===== config.mk =====
export PLATFORM = sky130hd
export DESIGN_NAME = cas_unit
export DESIGN_NICKNAME = d
export VERILOG_FILES = /design/src/rtl/cas_unit.sv
export SDC_FILE = /design/constraint.sdc
export NUM_CORES = 2
export LEC_CHECK = 0
export ABC_AREA = 1
export BUFFER_PORTS_ARGS = -buffer_cell sky130_fd_sc_hd__buf_2
export CAP_MARGIN = 40
export CORE_ASPECT_RATIO = 0.9
export CORE_MARGIN = 2
export CORE_UTILIZATION = 62
export CTS_BUF_LIST = sky130_fd_sc_hd__clkbuf_4 sky130_fd_sc_hd__clkbuf_8
export DETAILED_ROUTE_END_ITERATION = 8
export GPL_TIMING_DRIVEN = 0
export PLACE_DENSITY = 0.8
export RECOVER_POWER = 25
export SLEW_MARGIN = 5
export SYNTH_ARGS = -nofsm -noshare
export SYNTH_HDL_FRONTEND = slang
export SYNTH_SLANG_ARGS = --single-unit

===== constraint.sdc =====
create_clock -name clk -period 7.3 [get_ports clk]
set_input_delay 1.46 -clock clk [delete_from_list [all_inputs] [get_ports clk]]
set_output_delay 1.46 -clock clk [all_outputs]
set_load 0.01 [all_outputs]

===== src/rtl/cas_unit.sv =====
`timescale 1ns/1ps
module cas_unit #(
  parameter int XLEN  = 64,
  parameter int DEPTH = 16,
  localparam int RW = $clog2(DEPTH),
  localparam int AW = RW + 3
) (
  input  logic          clk,
  input  logic          rst_n,
  input  logic          req_valid,
  output logic          req_ready,
  input  logic [AW-1:0] req_addr,
  input  logic [1:0]    req_size,
  input  logic [127:0]  req_cmp,
  input  logic [127:0]  req_swp,
  input  logic          req_aq,
  input  logic          req_rl,
  input  logic          req_wperm,
  output logic          rsp_valid,
  output logic [127:0]  rsp_old,
  output logic          rsp_ok,
  output logic [1:0]    rsp_fault,
  output logic          rsp_acq,
  output logic          rsp_rel,
  output logic          mem_lock
);

  typedef enum logic [2:0] {S_IDLE, S_RD0, S_RD1, S_CMP, S_WR1, S_RSP} st_t;

  st_t            st;
  logic [63:0]    mem [DEPTH];
  logic [RW-1:0]  row_q;
  logic           lane_q;
  logic [1:0]     size_q;
  logic [127:0]   cmp_q, swp_q, old_q;
  logic [63:0]    rdata, lo_q;
  logic           aq_q, rl_q, ok_q;
  logic [1:0]     fault_q;

  logic           size_bad, mis;
  logic [1:0]     flt;
  logic [RW-1:0]  row_hi;
  logic [31:0]    lane;
  logic           hit;
  logic [63:0]    wdata0;
  logic [127:0]   old_c;

  assign size_bad = (req_size == 2'd3) || (req_size == 2'd2 && XLEN != 64);
  assign mis = (req_size == 2'd0) ? (req_addr[1:0] != 2'd0) :
               (req_size == 2'd1) ? (req_addr[2:0] != 3'd0) :
                                    (req_addr[3:0] != 4'd0);
  assign flt = size_bad ? 2'd3 : mis ? 2'd1 : !req_wperm ? 2'd2 : 2'd0;

  assign row_hi = {row_q[RW-1:1], 1'b1};
  assign lane   = lane_q ? rdata[63:32] : rdata[31:0];

  always_comb begin
    case (size_q)
      2'd0: begin
        hit    = (lane == cmp_q[31:0]);
        old_c  = {96'd0, lane};
        wdata0 = lane_q ? {swp_q[31:0], rdata[31:0]} : {rdata[63:32], swp_q[31:0]};
      end
      2'd1: begin
        hit    = (rdata == cmp_q[63:0]);
        old_c  = {64'd0, rdata};
        wdata0 = swp_q[63:0];
      end
      default: begin
        hit    = ({rdata, lo_q} == cmp_q);
        old_c  = {rdata, lo_q};
        wdata0 = swp_q[63:0];
      end
    endcase
  end

  always_ff @(posedge clk) begin
    if (!rst_n) begin
      st      <= S_IDLE;
      row_q   <= '0;
      lane_q  <= 1'b0;
      size_q  <= 2'd0;
      cmp_q   <= '0;
      swp_q   <= '0;
      old_q   <= '0;
      rdata   <= '0;
      lo_q    <= '0;
      aq_q    <= 1'b0;
      rl_q    <= 1'b0;
      ok_q    <= 1'b0;
      fault_q <= 2'd0;
      for (int i = 0; i < DEPTH; i++) mem[i] <= '0;
    end else begin
      case (st)
        S_IDLE: if (req_valid) begin
          row_q   <= req_addr[AW-1:3];
          lane_q  <= req_addr[2];
          size_q  <= req_size;
          cmp_q   <= req_cmp;
          swp_q   <= req_swp;
          aq_q    <= req_aq;
          rl_q    <= req_rl;
          fault_q <= flt;
          old_q   <= '0;
          ok_q    <= 1'b0;
          st      <= (flt != 2'd0) ? S_RSP : S_RD0;
        end
        S_RD0: begin
          rdata <= mem[row_q];
          st    <= (size_q == 2'd2) ? S_RD1 : S_CMP;
        end
        S_RD1: begin
          lo_q  <= rdata;
          rdata <= mem[row_hi];
          st    <= S_CMP;
        end
        S_CMP: begin
          old_q <= old_c;
          ok_q  <= hit;
          if (hit) mem[row_q] <= wdata0;
          st <= (hit && size_q == 2'd2) ? S_WR1 : S_RSP;
        end
        S_WR1: begin
          mem[row_hi] <= swp_q[127:64];
          st <= S_RSP;
        end
        default: st <= S_IDLE;
      endcase
    end
  end

  assign req_ready = (st == S_IDLE);
  assign rsp_valid = (st == S_RSP);
  assign rsp_old   = old_q;
  assign rsp_ok    = ok_q;
  assign rsp_fault = fault_q;
  assign rsp_acq   = rsp_valid && fault_q == 2'd0 && aq_q;
  assign rsp_rel   = rsp_valid && ok_q && rl_q;
  assign mem_lock  = (st == S_RD0) || (st == S_RD1) || (st == S_CMP) || (st == S_WR1);

endmodule


## After elaboration in Yosys (flattened, before gate mapping)

Memories as Yosys holds them, arrays and structs flattened. A register that Yosys moved wholly into a read port is not among the register bits.
Index checks and enable logic that the tools add are counted.

- Register bits: 527
- Logic and storage cells: 87
- Bits in writable memories: 1,024
- Output and inout bits: 136
- Input port bits: 271
- Memories: 1

- Equal/unequal tests: 13
- Reduce and logical (&&, ||, !) cells: 22
- Multiplexer cells: 38

Memories:

| name | words | bits a word | read ports | clocked after memory_dff | wr ports | RTL line | RTL |
|---|---|---|---|---|---|---|---|
| mem | 16 | 64 | 2 | 2 | 16 | 31 | `logic [63:0] mem [DEPTH];` |

Operator list:

| cell | count |
|---|---|
| $pmux W128 S2 | 2 |
| $mux W64 | 4 |
| $eq A128 B128 Y1 | 1 |
| $mux W128 | 1 |
| $pmux W64 S2 | 1 |
| $reduce_or A64 Y1 | 2 |
| $eq A64 B64 Y1 | 1 |
| $eq A32 B32 Y1 | 1 |
| $mux W32 | 1 |
| $mux W4 | 6 |
| $mux W1 | 15 |
| $pmux W3 S5 | 1 |
| $reduce_bool A2 Y1 | 4 |
| $eq A3 B2 Y1 const B | 2 |
| $eq A3 B3 Y1 const B | 2 |
| $logic_not A2 Y1 | 3 |
| $mux W2 | 3 |
| $mux W3 | 2 |
| $logic_and A1 B1 Y1 | 5 |
| $eq A2 B1 Y1 const B | 2 |
| $eq A2 B2 Y1 const B | 2 |
| $pmux W1 S2 | 2 |
| $reduce_and A2 Y1 | 2 |
| $reduce_bool A4 Y1 | 1 |
| 5 further kinds | 7 |

## Logic depth before layout (Yosys ltp)

- Word-level depth: 10
- Mapped depth: 20
- Mapped depth without buffers: 16

## Worst setup path before layout

No wires, ideal clock.

- Path kind: input-to-reg
- Start point: input port rst_n
- End point: memory mem[1][0] (enable)
- Stages: 9
- Data required time: 6.876 ns
- Library setup time: 0.424 ns
- Buffers on the path: 3
- Arrival time: 3.876 ns
- Slack: 3.000 ns
- Cell sequence: inv_1 nor2_1 nand3_2 nand2_4 buf_6 nand2_1 buf_4 buf_6 nand2_1

RTL lines:

| what | RTL line | RTL |
|---|---|---|
| start, declared | 9 | `input logic rst_n,` |
| end, declared | 31 |  |

==> results by group <==
Critical path
  – CP max stage delay: between 1 and 1.5 ns
  – CP delay by family, top: buffers and inverters
  – Flop-to-flop setup slack: 1.49 ns
  – Worst-path cell chain: clkbuf_1 > clkbuf_1 > clkbuf_1 > clkbuf_1 > clkbuf_1 > clkbuf_1 > clkbuf_1 > nand2_1 > nand3_1 > nand3_1 > a32o_1 > a21oi_1
  – Critical Path RT: 8.21 ns
  – WS Path Type: flip-flop to flip-flop
  – Critical Path Most Common Cell: clkbuf_1
  – Critical path depth: 12
  – FF-to-FF End: rdata[61]$_SDFFE_PN0P_
  – Crit path arrival time: ~6.7 ns
  – Buffers and inverters on the worst path: 7
  – Critical Path Source Type: flip-flop
  – Worst setup path end: rdata[61]$_SDFFE_PN0P_
  – Slowest cell on crit path: clkbuf_1
  – Nature of the critical path endpoint: flip-flop
  – CP max FO: 10
  – R2r worst-path depth: 12

Synth
  – Synthesized netlist cell count: 7581
  – Post-synth top area share: 0.447
  – Dominant cell type by area after synthesis: edfxtp_1
  – Sequential area share after synthesis: 0.602
  – Synth area leaders: edfxtp_1, dfxtp_1, nand2_1, nor2_1, o21ai_0
  – Area share of and/or/nand/nor cells after synthesis: 0.195
  – Post-synthesis mux area share: 0
  – Synth Area in Compound Gates: 0.133
  – Syn nets: 7852
  – Netlist cell types: 36
  – Largest family of logic cells by synthesized area: simple AND/OR/NAND/NOR gates
  – Synth Area in Adders: 0
  – Synth Cell Area: 68700 um2
  – Syn_area_per_cell: 9.07 um2
  – Synth Area in XOR/XNOR: 0.0107
  – Syn. warnings: 0
  – Yosys reg bits: 1555

Layout
  – Core Util, Final: 0.714
  – Filler Cells Inserted: 8411
  – Area delta synth->final: 13.8%
  – Post-route cell area: 78300 um2
  – Final Instance Count excl. Fillers: 9956
  – Layout cells sized above 1: 0.104
  – Nets: 8554

Global route
  – Total GRT Usage: 0.480
  – Pin count of the biggest net entering global routing: 52
  – Grt total ovfl: 0
  – First-pass GRT wire length: between 300000 and 400000 um
  – Vias in the first global route: 58500
  – Antenna violations before repair: 26

CTS
  – Post-CTS Setup Repair Bufs: 0
  – CTS Buf Count: 232
  – Clock latency at the later pin of the worst-skew pair: 1.00 ns
  – Clock sinks: 1555
  – CTS tree: done
  – Buffer type at the clock tree root: clkbuf_8
  – Post-CTS sizing: 0
  – Post-CTS Hold Buffers: 0
  – Clock Pin Slew Worst Setup and Hold Paths: roughly 0.060 ns
  – Max clock buf depth: 3
  – H-tree depth: 4

STA
  – Worst Tran Pin Value: 1.92 ns
  – Setup TNS: 0 ns
  – Endpoints failing hold: 0
  – Setup Viol. Count Final: 0
  – RSZ-0062 raised after global routing: no
  – Worst Clk Skew: 0.0578 ns
  – Final worst path period share: 0.796
  – Rel. slew slack: -0.291
  – Timing-limited maximum frequency: 172 MHz
  – Final Max Slew Viols: 11
  – Fin worst setup slack: 1.49 ns
  – Min Tclk post-route: approximately 5.8 ns

Placement
  – Final Wtd Congestion: 1.06
  – Dpl hpwl: 210000 um
  – IO Port Bufs: 406
  – Pre-CTS setup slack: 2.62 ns
  – Dpl cells: between 9000 and 10000
  – Placed cell areas: approximately 74000 um2

Power and ir drop
  – Power per cell area: 392 nW/um2
  – Maximum vdd drop: ~0.36 mV
  – Leak: 28.6 nW

Route
  – Vias/cell: 6.45
  – WL final: approximately 280000 um
  – DR vias: about 64000
  – Post-DRT Antenna Nets: 1
  – Detailed-route wire length per cell: ~28 um
  – Pre-antenna DRT Iters: 9
  – Drt initial violations: 12300
  – DRC viols: 1

Floorplanning
  – Die span in x: 355 um
  – Core Footprint: 110000 um2
  – Initial core utilization: 0.627
  – DIE HEIGHT: 320 um
  – Row count: between 100 and 150
  – I/O pin count: 407
  – DIE AREA: 114000 um2

Run status
  – Failing checks: antenna violations, design-rule violations, max-capacitance violations, max-slew violations
  – Outcome: finished with violations

Min path
  – Hold Crit Class: flip-flop to flip-flop

Run
  – Max-cap violation count: 1
-- kinds of logic (layout without fill, tap and decap cells) --
family	after synthesis	count (layout)
buffers and inverters	937	1830
xor gates and xnor gates	84	84
DFF	1555	1555
and+or+nand+nor	3380	3380
AOI/OAI and AO/OA	1625	1625
other	0	20
-- worst min-delay path, stage by stage (launching register included) --
cell     delay, ns
dfxtp_1       0.30
inv_1         0.05
a21oi_1       0.05
-- final cells by class --
| class | count | area [um2] | area share |
|---|---|---|---|
| clock buffers | 344 | 4220 | 0.0539 |
| flip-flops and latches | 1555 | 41400 | 0.529 |
| plain buffers | 641 | 2970 | 0.0379 |
| diodes | 20 | 50.0 | 0.000640 |
| clock inverters | 81 | 572 | 0.00731 |
| multi-input cells | 5089 | 23400 | 0.299 |
| inverters | 296 | 1110 | 0.0142 |
| well taps | 1462 | 1830 | 0.0234 |
| repair buffers | 468 | 2750 | 0.0351 |
-- Yosys cell counts (all sizes together) --
cell	number
nor2	1437
nand2	1433
edfxtp	1024
o21ai	780
a21oi	533
dfxtp	531
nand3	466
clkbuf	451
inv	295
buf	190
o221ai	80
a32o	78
o22ai	77
xnor2	67
o211ai	37
nand4	34
a32oi	21
xor2	17
a31oi	13
or2	4
a211oi	3
nor3	3
a221oi	2
and2	2
a2111oi	1
clkinv	1
nor4	1
-- through the flow --
stage / hold WS, ns / power [mW]
6_report: 0.452 / 30.7
5_1_grt: 0.462 / 31.4
4_1_cts: 0.449 / 29.9
3_5_place_dp: 0.441 / 22.6
3_3_place_gp: 0.437 / 22.2
2_1_floorplan: 0.425 / 17.4
-- state kept, by name, indices dropped and copies added (netlist names), named ones only --
signal	count
aq_q	1
cmp_q	128
lane_q	1
lo_q	64
mem	1024
rdata	64
rl_q	1
row_q	4
rsp_fault	2
rsp_ok	1
rsp_old	128
size_q	2
st	3
swp_q	128
-- power breakdown --
| part | switching [mW] | internal (mW) |
|---|---|---|
| logic | 9.14 | 2.85 |
| clock network | 3.58 | 3.91 |
| registers | 0.909 | 10.3 |
| total | 13.6 | 17.1 |
-- cell usage in the layout, fill, tap and decap left out, types with 34 or more instances in the layout --
| cell | count |
|---|---|
| dfxtp_1 | 531 |
| o211ai_1 | 37 |
| clkbuf_1 | 609 |
| nand2_1 | 1417 |
| clkinv_1 | 40 |
| o221ai_1 | 80 |
| inv_1 | 292 |
| o21ai_0 | 714 |
| xnor2_1 | 67 |
| nand3_1 | 466 |
| a32o_1 | 78 |
| nor2_1 | 1432 |
| nand4_1 | 34 |
| clkbuf_8 | 262 |
| clkbuf_4 | 82 |
| edfxtp_1 | 1024 |
| o22ai_1 | 77 |
| a21oi_1 | 533 |
| o21ai_1 | 66 |
| buf_2 | 350 |
| buf_6 | 73 |
-- metal layers --
metal | GRT usage | wire length, um | up-vias
met5 | 0 | 66 | -
met4 | 0.288 | 20600 | 10
met2 | 0.667 | 114000 | 5675
li1 | - | - | 27300
met3 | 0.152 | 44100 | 1058
met1 | 0.656 | 101000 | 30200
-- worst min-delay path by stage --
stage	from	end	slack, ns	cells after the start
after detailed placement	swp_q[58]$_SDFFE_PN0P_	swp_q[58]$_SDFFE_PN0P_	0.44	2
final	swp_q[58]$_SDFFE_PN0P_	swp_q[58]$_SDFFE_PN0P_	0.45	2
after global placement	swp_q[47]$_SDFFE_PN0P_	swp_q[47]$_SDFFE_PN0P_	0.44	2
after CTS	swp_q[58]$_SDFFE_PN0P_	swp_q[58]$_SDFFE_PN0P_	0.45	2
after floorplan	swp_q[32]$_SDFFE_PN0P_	swp_q[32]$_SDFFE_PN0P_	0.42	2
after global routing	swp_q[58]$_SDFFE_PN0P_	swp_q[58]$_SDFFE_PN0P_	0.46	2
Power figures use the tool's default switching activity.
